## src/rtl/kwdt_pkg.sv

```systemverilog
// Package: shared constants and register field types for the watchdog.
// Assumes a 4-bit byte address with word-aligned registers.
package kwdt_pkg;
    localparam int RLD_W  = 12;   // reload field width
    localparam int PRE_W  = 12;   // divider counter width (max period 4096)
    localparam int PLS_W  = 5;    // pulse counter width (max 16)

    localparam logic [1:0]  WORD_MODE = 2'd0;
    localparam logic [1:0]  WORD_TIME = 2'd1;
    localparam logic [1:0]  WORD_KICK = 2'd2;
    localparam logic [1:0]  WORD_STAT = 2'd3;

    localparam logic [11:0] MODE_KEY  = 12'hABC;
    localparam logic [11:0] TIME_KEY  = 12'h248;
    localparam logic [31:0] KICK_WORD = 32'h0000_1999;

    typedef struct packed {
        logic [1:0] plen;
        logic       irq_en;
        logic       rst_en;
        logic       run;
    } mode_t;

    typedef struct packed {
        logic [RLD_W-1:0] reload;
        logic [1:0]       div_sel;
    } time_t;
endpackage

```

## src/rtl/kwdt_regs.sv

```systemverilog
// Register file: key-checked mode and timing registers, kick detection and
// the combinational read mux. Assumes single-cycle write strobes.
module kwdt_regs
    import kwdt_pkg::*;
(
    input  logic        clk,
    input  logic        rst_n,
    input  logic [3:0]  bus_addr,
    input  logic        bus_we,
    input  logic [31:0] bus_wdata,
    input  logic        stat_i,
    output mode_t       mode_o,
    output time_t       time_o,
    output logic        kick_o,
    output logic [31:0] bus_rdata
);
    logic [1:0] word;
    logic       mode_wr;
    logic       time_wr;

    // Decode the register word and qualify each write with its key.
    always_comb begin
        word    = bus_addr[3:2];
        mode_wr = bus_we && (word == WORD_MODE) && (bus_wdata[23:12] == MODE_KEY);
        time_wr = bus_we && (word == WORD_TIME) && (bus_wdata[25:14] == TIME_KEY);
        kick_o  = bus_we && (word == WORD_KICK) && (bus_wdata == KICK_WORD);
    end

    // Mode register: keyed update of run, enables and pulse code.
    always_ff @(posedge clk) begin
        if (!rst_n) begin
            mode_o <= '0;
        end else if (mode_wr) begin
            mode_o.plen   <= bus_wdata[5:4];
            mode_o.irq_en <= bus_wdata[2];
            mode_o.rst_en <= bus_wdata[1];
            mode_o.run    <= bus_wdata[0];
        end
    end

    // Timing register: keyed update of reload value and divider select.
    always_ff @(posedge clk) begin
        if (!rst_n) begin
            time_o.reload  <= '1;
            time_o.div_sel <= 2'd3;
        end else if (time_wr) begin
            time_o.reload  <= bus_wdata[13:2];
            time_o.div_sel <= bus_wdata[1:0];
        end
    end

    // Read mux: stored fields only, keys and unused bits read as zero.
    always_comb begin
        bus_rdata = '0;
        case (word)
            WORD_MODE: bus_rdata[5:0] = {mode_o.plen, 1'b0, mode_o.irq_en,
                                         mode_o.rst_en, mode_o.run};
            WORD_TIME: bus_rdata[RLD_W+1:0] = {time_o.reload, time_o.div_sel};
            WORD_STAT: bus_rdata[0] = stat_i;
            default:   bus_rdata = '0;
        endcase
    end
endmodule

```

## src/rtl/kwdt_prescale.sv

```systemverilog
// Clock divider: emits a one-cycle tick every 8/64/512/4096 clocks per the
// select code. Held at zero while stopped and restarted by a kick.
module kwdt_prescale
    import kwdt_pkg::*;
(
    input  logic       clk,
    input  logic       rst_n,
    input  logic       run,
    input  logic       clear,
    input  logic [1:0] div_sel,
    output logic       tick
);
    logic [PRE_W-1:0] pre_q;
    logic [PRE_W-1:0] last;

    // Terminal count for the selected period.
    always_comb begin
        case (div_sel)
            2'd0:    last = PRE_W'(7);
            2'd1:    last = PRE_W'(63);
            2'd2:    last = PRE_W'(511);
            default: last = PRE_W'(4095);
        endcase
        tick = run && (pre_q == last);
    end

    // Divider counter: wrap on tick, clear when stopped or kicked.
    always_ff @(posedge clk) begin
        if (!rst_n || !run || clear || tick) pre_q <= '0;
        else                                 pre_q <= pre_q + 1'b1;
    end
endmodule

```

## src/rtl/kwdt_counter.sv

```systemverilog
// Down-counter: reloads to reload*2^LOW_W on a kick, steps down on each tick
// and flags expiry on the 1-to-0 step. Parks at zero until the next kick.
module kwdt_counter
    import kwdt_pkg::*;
#(
    parameter int LOW_W = 12,
    localparam int CNT_W = RLD_W + LOW_W
) (
    input  logic             clk,
    input  logic             rst_n,
    input  logic             tick,
    input  logic             kick,
    input  logic [RLD_W-1:0] reload,
    output logic [CNT_W-1:0] cnt_o,
    output logic             expire_o
);
    // Expiry strobe; a kick in the same cycle wins.
    always_comb expire_o = tick && (cnt_o == CNT_W'(1)) && !kick;

    // Counter register with reload priority over decrement.
    always_ff @(posedge clk) begin
        if (!rst_n)                    cnt_o <= {{RLD_W{1'b1}}, {LOW_W{1'b0}}};
        else if (kick)                 cnt_o <= {reload, {LOW_W{1'b0}}};
        else if (tick && cnt_o != '0)  cnt_o <= cnt_o - 1'b1;
    end
endmodule

```

## src/rtl/kwdt_signal.sv

```systemverilog
// Expiry outputs: sticky status, sticky interrupt and a counted reset pulse.
// Assumes the expiry strobe is a single cycle.
module kwdt_signal
    import kwdt_pkg::*;
(
    input  logic  clk,
    input  logic  rst_n,
    input  logic  expire,
    input  logic  kick,
    input  mode_t mode,
    output logic  stat_o,
    output logic  irq_o,
    output logic  rst_pulse_o
);
    logic [PLS_W-1:0] pls_q;

    // Status flag: set on expiry, cleared only by a valid kick.
    always_ff @(posedge clk) begin
        if (!rst_n || kick) stat_o <= 1'b0;
        else if (expire)    stat_o <= 1'b1;
    end

    // Interrupt: set on expiry when enabled, cleared by a valid kick.
    always_ff @(posedge clk) begin
        if (!rst_n || kick)            irq_o <= 1'b0;
        else if (expire && mode.irq_en) irq_o <= 1'b1;
    end

    // Pulse counter: load 2<<code on expiry, then count down to zero.
    always_ff @(posedge clk) begin
        if (!rst_n)                     pls_q <= '0;
        else if (expire && mode.rst_en) pls_q <= PLS_W'(5'd2 << mode.plen);
        else if (pls_q != '0)           pls_q <= pls_q - 1'b1;
    end

    always_comb rst_pulse_o = (pls_q != '0);
endmodule

```

## src/rtl/kwdt_top.sv

```systemverilog
// Top level: key-protected watchdog on a 32-bit register bus. LOW_W sets
// how many low counter bits sit below the 12-bit reload field.
module kwdt_top
    import kwdt_pkg::*;
#(
    parameter int LOW_W = 12,
    localparam int CNT_W = RLD_W + LOW_W
) (
    input  logic        clk,
    input  logic        rst_n,
    input  logic [3:0]  bus_addr,
    input  logic        bus_we,
    input  logic [31:0] bus_wdata,
    output logic [31:0] bus_rdata,
    output logic        rst_pulse_o,
    output logic        irq_o
);
    mode_t            mode_q;
    time_t            time_q;
    logic             kick;
    logic             tick;
    logic             expire;
    logic             stat_w;
    logic             run_w;
    logic [CNT_W-1:0] cnt_w;

    always_comb run_w = mode_q.run;

    kwdt_regs u_regs (
        .clk(clk), .rst_n(rst_n), .bus_addr(bus_addr), .bus_we(bus_we),
        .bus_wdata(bus_wdata), .stat_i(stat_w), .mode_o(mode_q),
        .time_o(time_q), .kick_o(kick), .bus_rdata(bus_rdata)
    );

    kwdt_prescale u_pre (
        .clk(clk), .rst_n(rst_n), .run(run_w), .clear(kick),
        .div_sel(time_q.div_sel), .tick(tick)
    );

    kwdt_counter #(.LOW_W(LOW_W)) u_cnt (
        .clk(clk), .rst_n(rst_n), .tick(tick), .kick(kick),
        .reload(time_q.reload), .cnt_o(cnt_w), .expire_o(expire)
    );

    kwdt_signal u_sig (
        .clk(clk), .rst_n(rst_n), .expire(expire), .kick(kick), .mode(mode_q),
        .stat_o(stat_w), .irq_o(irq_o), .rst_pulse_o(rst_pulse_o)
    );
endmodule

```

## config.mk

```make
export PLATFORM = sky130hd
export DESIGN_NAME = kwdt_top
export DESIGN_NICKNAME = d
export VERILOG_FILES = /design/src/rtl/kwdt_pkg.sv /design/src/rtl/kwdt_regs.sv /design/src/rtl/kwdt_prescale.sv /design/src/rtl/kwdt_counter.sv /design/src/rtl/kwdt_signal.sv /design/src/rtl/kwdt_top.sv
export SDC_FILE = /design/constraint.sdc
export NUM_CORES = 1
export LEC_CHECK = 0
export BUFFER_PORTS_ARGS = -buffer_cell sky130_fd_sc_hd__buf_2
export CAP_MARGIN = 15
export CORE_ASPECT_RATIO = 2
export CORE_MARGIN = 3
export CORE_UTILIZATION = 25
export DETAILED_ROUTE_END_ITERATION = 16
export PLACE_DENSITY = 0.47
export SLEW_MARGIN = 20
export SYNTH_ARGS = -nofsm -noshare
export SYNTH_HDL_FRONTEND = slang
export SYNTH_SLANG_ARGS = --single-unit
```

## constraint.sdc

```tcl
create_clock -name clk -period 5.7 [get_ports clk]
set_input_delay 1.14 -clock clk [delete_from_list [all_inputs] [get_ports clk]]
set_output_delay 1.14 -clock clk [all_outputs]
set_load 0.1 [all_outputs]
```

# Yosys cells after proc, flatten, opt, wreduce, memory -nomap -nowiden
# Index checks and enable logic that the tools add are counted.
[classes]
shift = 1
n_eq_ne = 10
n_reduce_logical = 26
n_mux = 8
n_bitwise = 1
addsub = 3
[ops]
columns = ["cell", "n"]
rows = [
  ["24-bit 2-to-1 mux", 2],
  ["12-bit case mux with 3 select lines", 1],
  ["32-bit by 13-bit equality test with 1-bit output, second input constant", 1],
  ["24-bit by 1-bit equality test with 1-bit output, second input constant", 1],
  ["24-bit nonzero test", 1],
  ["24-bit by 1-bit subtractor with 24-bit output, second input constant", 1],
  ["12-bit by 1-bit adder with 12-bit output, second input constant", 1],
  ["12-bit by 10-bit equality test with 1-bit output, second input constant", 1],
  ["12-bit equality test", 1],
  ["12-bit equality test, second input constant", 1],
  ["1-bit logical AND", 12],
  ["5-bit 2-to-1 mux", 2],
  ["5-bit case mux with 2 select lines", 1],
  ["8-bit 2-to-1 mux", 1],
  ["2-bit equality test, second input constant", 3],
  ["5-bit nonzero test", 1],
  ["2-bit by 2-bit left shift with 5-bit output, first input constant", 1],
  ["5-bit by 1-bit subtractor with 5-bit output, second input constant", 1],
  ["2-bit by 1-bit equality test with 1-bit output, second input constant", 2],
  ["2-bit logical NOT", 2],
  ["1-bit logical OR", 4],
  ["2-bit nonzero test", 2],
  ["1-bit logical NOT", 3],
  ["1-bit case mux with 3 select lines", 1],
  ["2 further kinds", 2],
]
[word_totals]
ff_bits = 62
wordCells = 61
out_inout_bits = 34

# Depth between registers and ports, before layout
[depth]
word_depth = 8
ltp_mapped = 9
ltp_nobuf = 8

# By module
# From an unflattened synthesis, not the netlist that was laid out.
[hier_totals]
cells_unflattened = 435
area_unflattened_um2 = 3803.6
[modules_own_cells]
columns = ["module", "area_per_inst_um2", "cells_per_inst", "instances"]
rows = [
  ["kwdt_counter", 1560.2, 181, 1],
  ["kwdt_regs", 1285.0, 144, 1],
  ["kwdt_prescale", 606.8, 68, 1],
  ["kwdt_signal", 351.6, 42, 1],
]

# Least setup slack after synthesis
# OpenSTA, ideal clock, no wires.
[synth_path]
path_type = "input to output"
from = "input port bus_addr[2]"
to = "output port bus_rdata[1]"
required_ns = 4.560
arrival_time_ns = 2.675
cell_stages = 3
path_slack_ns = 1.885
path_cell_list = "buf_2 mux2i_1 nor2_1"
[synth_between]
elab_chain_len = 2
elab_cells_between_ends = 3
classes_between = "eq/ne: 1; mux: 1; reduce/logical: 1"
[synth_rtl]
columns = ["item", "line_no", "source"]
rows = [
  ["from (decl)", "kwdt_top.sv:11", "input logic [3:0] bus_addr,"],
  ["2-bit by 1-bit equality test with 1-bit output / 2-bit logical NOT (equally long branches)", "kwdt_regs.sv:55", "case (word)"],
  ["5-bit case mux with 2 select lines *", "kwdt_regs.sv:55", ""],
  ["to (decl)", "kwdt_top.sv:14", "output logic [31:0] bus_rdata,"],
]
# Every way passes the cells marked *; elsewhere a longest branch is shown, timed or not.

# Worst setup path after layout
[layout_path]
from = "input port bus_addr[2]"
to = "output port bus_rdata[10]"
[layout_between]
elab_chain_len = 2
[layout_rtl]
columns = ["item", "line_no"]
rows = [
  ["2-bit by 1-bit equality test with 1-bit output", "kwdt_regs.sv:55"],
  ["8-bit 2-to-1 mux", "kwdt_regs.sv:55"],
]
# Every way passes these cells.

==> flow_summary_export.csv <==
group,metric,value,unit
yosys,synth_area_leaders,"dfxtp_1, mux2i_1, nor2_1",
global_routing,grt_start_max_net_pins,27,
routing,wl_per_cell,14.56,um
flow_run,max_cap_viol_count,0,
yosys,synth_top_family_by_area,"simple AND/OR/NAND/NOR gates",
timing,final-hold-violation-count,0,
critical_path,timing.critical_path.arrival,2.57,ns
timing,setup-tns-final,0,ns
yosys,post_synth_edffs,0,
global_routing,grt-ovfl-total,0,
cts,cts_setup_buffers,0,
timing,finish_stage_setup_viols,0,
routing,detailedRoute.firstIterationViolations,89,
routing,number_of_vias_after_detailed_routing,2853,
critical_path,max_stage_delay,0.56,ns
timing,timing_max_transition_violations_final,0,
final_layout,design.final.nets,482,
floorplanning,floorplan.initialDensity,0.2589,
cts,quantity_of_gates_resized_following_cts,0,
critical_path,setup.worst_path.class,"primary input to primary output",
cts,tritoncts.num_buffers,9,
critical_path,critical_path.top_delay_family,"simple AND/OR/NAND/NOR gates",
yosys,syn-cell-area,0.003421,mm2
yosys,syn-instance-count,389,
placement,io_buffers,52,
global_routing,antenna_violations_before_repair,0,
placement,place.detailed.hpwl,6697,um
global_routing,grt_pass1_wl,13910,um
timing,final_period_minus_worst_setup_slack,3.714,ns
placement,post-place-ws,1.972,ns
yosys,number_of_unique_standard_cell_types_used_by_synthesis,50,
status,outcome,"completed",
final_layout,drive_above_1_share,0.1923,
routing,drt_pass1_iterations,4,
global_routing,grt_resource_usage_total,0.1199,
critical_path,worstSetupStartpointType,"primary input",
routing,avgViaCountPerCell,4.803,
yosys,seq_area_frac_synth,0.3628,
routing,drcViolationCount,0,
yosys,syn-mean-instance-area,8.794,um2
yosys,async_flop_share,0,
timing,tightestPinTransition,1.143,ns
cts,clk_root_buffer_cell,"clkbuf_16",
routing,drt-total-wl,8649,um
power_and_ir_drop,p_leak,1.488,nW
cts,cts_sinks,62,
cts,cts_hold_repair.buffers,0,
critical_path,worstPathBufferInverterCount,2,
yosys,synth-compound-area-share,0.07169,
cts,cts_tree,"built",
yosys,synthDominantCellAreaShare,0.3628,
cts,ctsHtreeMaxLevel,3,
yosys,post_synthesis_cell_type_with_the_largest_combined_area,"dfxtp_1",
critical_path,critical-path-slowest-cell,"nor2b_1",
power_and_ir_drop,power.ir.vdd_worst,0.0001296,V
timing,grt_setup_unrepaired,"no",
yosys,synth_flop_cell,"dfxtp_1",
critical_path,cp_most_frequent_cell,"buf_2",
critical_path,cp_max_fo,10,
yosys,ys.warnings.count,0,
yosys,post_synth_and_or_nand_nor_area_fraction,0.3018,
timing,layout_worst_path_cycle_share,0.6515,
final_layout,antenna_cells_inserted,0,
critical_path,worstPathCellList,"buf_2 > nor2b_1 > and2_1 > buf_2",
timing,clock_skew,0.003967,ns
power_and_ir_drop,cellPowerDensity,326.3,mW/mm2
floorplanning,core_area,0.01321,mm2
placement,place.gp.congestion,0.7843,
final_layout,syn_to_final_growth,17.92,%
floorplanning,rows,59,
timing,worst_slack,1.986,ns
global_routing,grt_pass1_vias,2839,
yosys,ys_seq_elements,62,
floorplanning,die-area,0.01521,mm2
routing,drt.antenna.violating_nets,0,
cts,max-clock-path-buffers,2,
floorplanning,die_width,88.72,um
cts,worst_skew_pair.late_latency,0.33,ns
timing,relSlewSlack,0.2320,
yosys,post_synth_xor_area_fraction,0.09217,
yosys,synth_fa_ha_area_frac,0.02195,
critical_path,timing.critical_path.to_type,"primary output",
floorplanning,die_boundary_height,171.4,um
critical_path,cp_data_required_time,4.56,ns
floorplanning,num_io_pins,73,
yosys,mux_contribution_to_synthesized_area,0.07644,
yosys,post-synth-top-count-cell,"dfxtp_1",
cts,path_clk_slew,0.05,ns
timing,max_clock_freq,269.3,MHz
yosys,synth.top_cells.by_count,"dfxtp_1, nor2_1, mux2i_1, nand2_1",
hold_path,worst_hold_path_type,"register to register",
final timing paths:
kind / from / endpoint / slack, ns / depth (start not counted)
setup / recovery: bus_addr[2] / bus_rdata[10] / 1.99 / 4
setup reg to reg: u_regs.time_o[1] / u_sig.pls_q[0] / 3.15 / 6
hold / removal: u_pre.pre_q[0] / u_pre.pre_q[0] / 0.45 / 1
hold reg to reg: u_pre.pre_q[0] / u_pre.pre_q[0] / 0.45 / 1
per-stage QoR:
stage	std cells	power (W)	instance area [um2]	utilization	hold slack, ns
after global routing	594	0.001378	4034	0.3053	0.4812
after floorplan	406	0.0007320	3485	-	0.4176
after CTS	594	0.001334	4034	0.3053	0.4566
after detailed placement	578	0.0007754	3731	0.2824	0.4488
final	594	0.001316	4034	0.3053	0.4472
after global placement	578	0.0007727	3731	0.2824	0.4293
cell usage in the layout, fill, tap and decap left out, drive strengths merged, types with 2 or more instances in the layout:
cell type / Yosys / layout
nor3b: 3 / 3
nand2: 25 / 25
nand3: 17 / 17
clkbuf: 4 / 13
or2: 3 / 3
buf: 29 / 53
conb: 1 / 18
o22a: 12 / 12
nor4: 19 / 19
a31o: 3 / 3
nand2b: 3 / 3
mux2i: 25 / 25
dfxtp: 62 / 62
nor4b: 4 / 4
xnor2: 17 / 17
nor2: 52 / 52
nor2b: 4 / 4
nand4: 11 / 11
and3: 3 / 3
o21ai: 4 / 4
a21oi: 7 / 7
or4: 2 / 2
ha: 6 / 6
xor2: 19 / 19
inv: 7 / 7
nand3b: 4 / 4
and2: 10 / 10
nor3: 14 / 14
or3: 10 / 10
final cells by class:
class,count,area [um2]
Clock buffer,13,260.3
Multi-Input combinational cell,304,2006
Sequential cell,62,1241
Tap cell,152,190.2
Clock inverter,3,42.54
Inverter,7,26.28
Fill cell,1394,9180
Timing Repair Buffer,53,267.8
flip-flops by register name, indices dropped and copies added (netlist names):
signal and cells:
u_sig.stat_o 1, u_sig.irq_o 1, u_sig.pls_q 5, u_pre.pre_q 12, u_regs.mode_o 5, u_cnt.cnt_o 24
u_regs.time_o 14
power by group:
part           leakage [nW]  internal [W]  total, W  switching, W
registers             0.501      0.000451  0.000466     0.0000155
logic                 0.841     0.0000788  0.000299      0.000220
clock network         0.146      0.000362  0.000551      0.000189
total                  1.49      0.000891   0.00132      0.000425
logic make-up (layout without fill, tap and decap cells):
group / after synthesis / in the layout
simple gates: 186 / 186
flops: 62 / 62
buf+inv: 40 / 76
xor+xnor: 36 / 36
compound gates: 32 / 32
mux: 26 / 26
fa+ha+maj: 6 / 6
other cells: 1 / 18
routing by layer:
layer,track usage,part of all wire
met1,0.1168,0.37
met2,0.2324,0.57
met3,0.01918,0.043
met4,0.05921,0.023
met5,0,0
No activity file was read; power rests on OpenSTA's default activity.
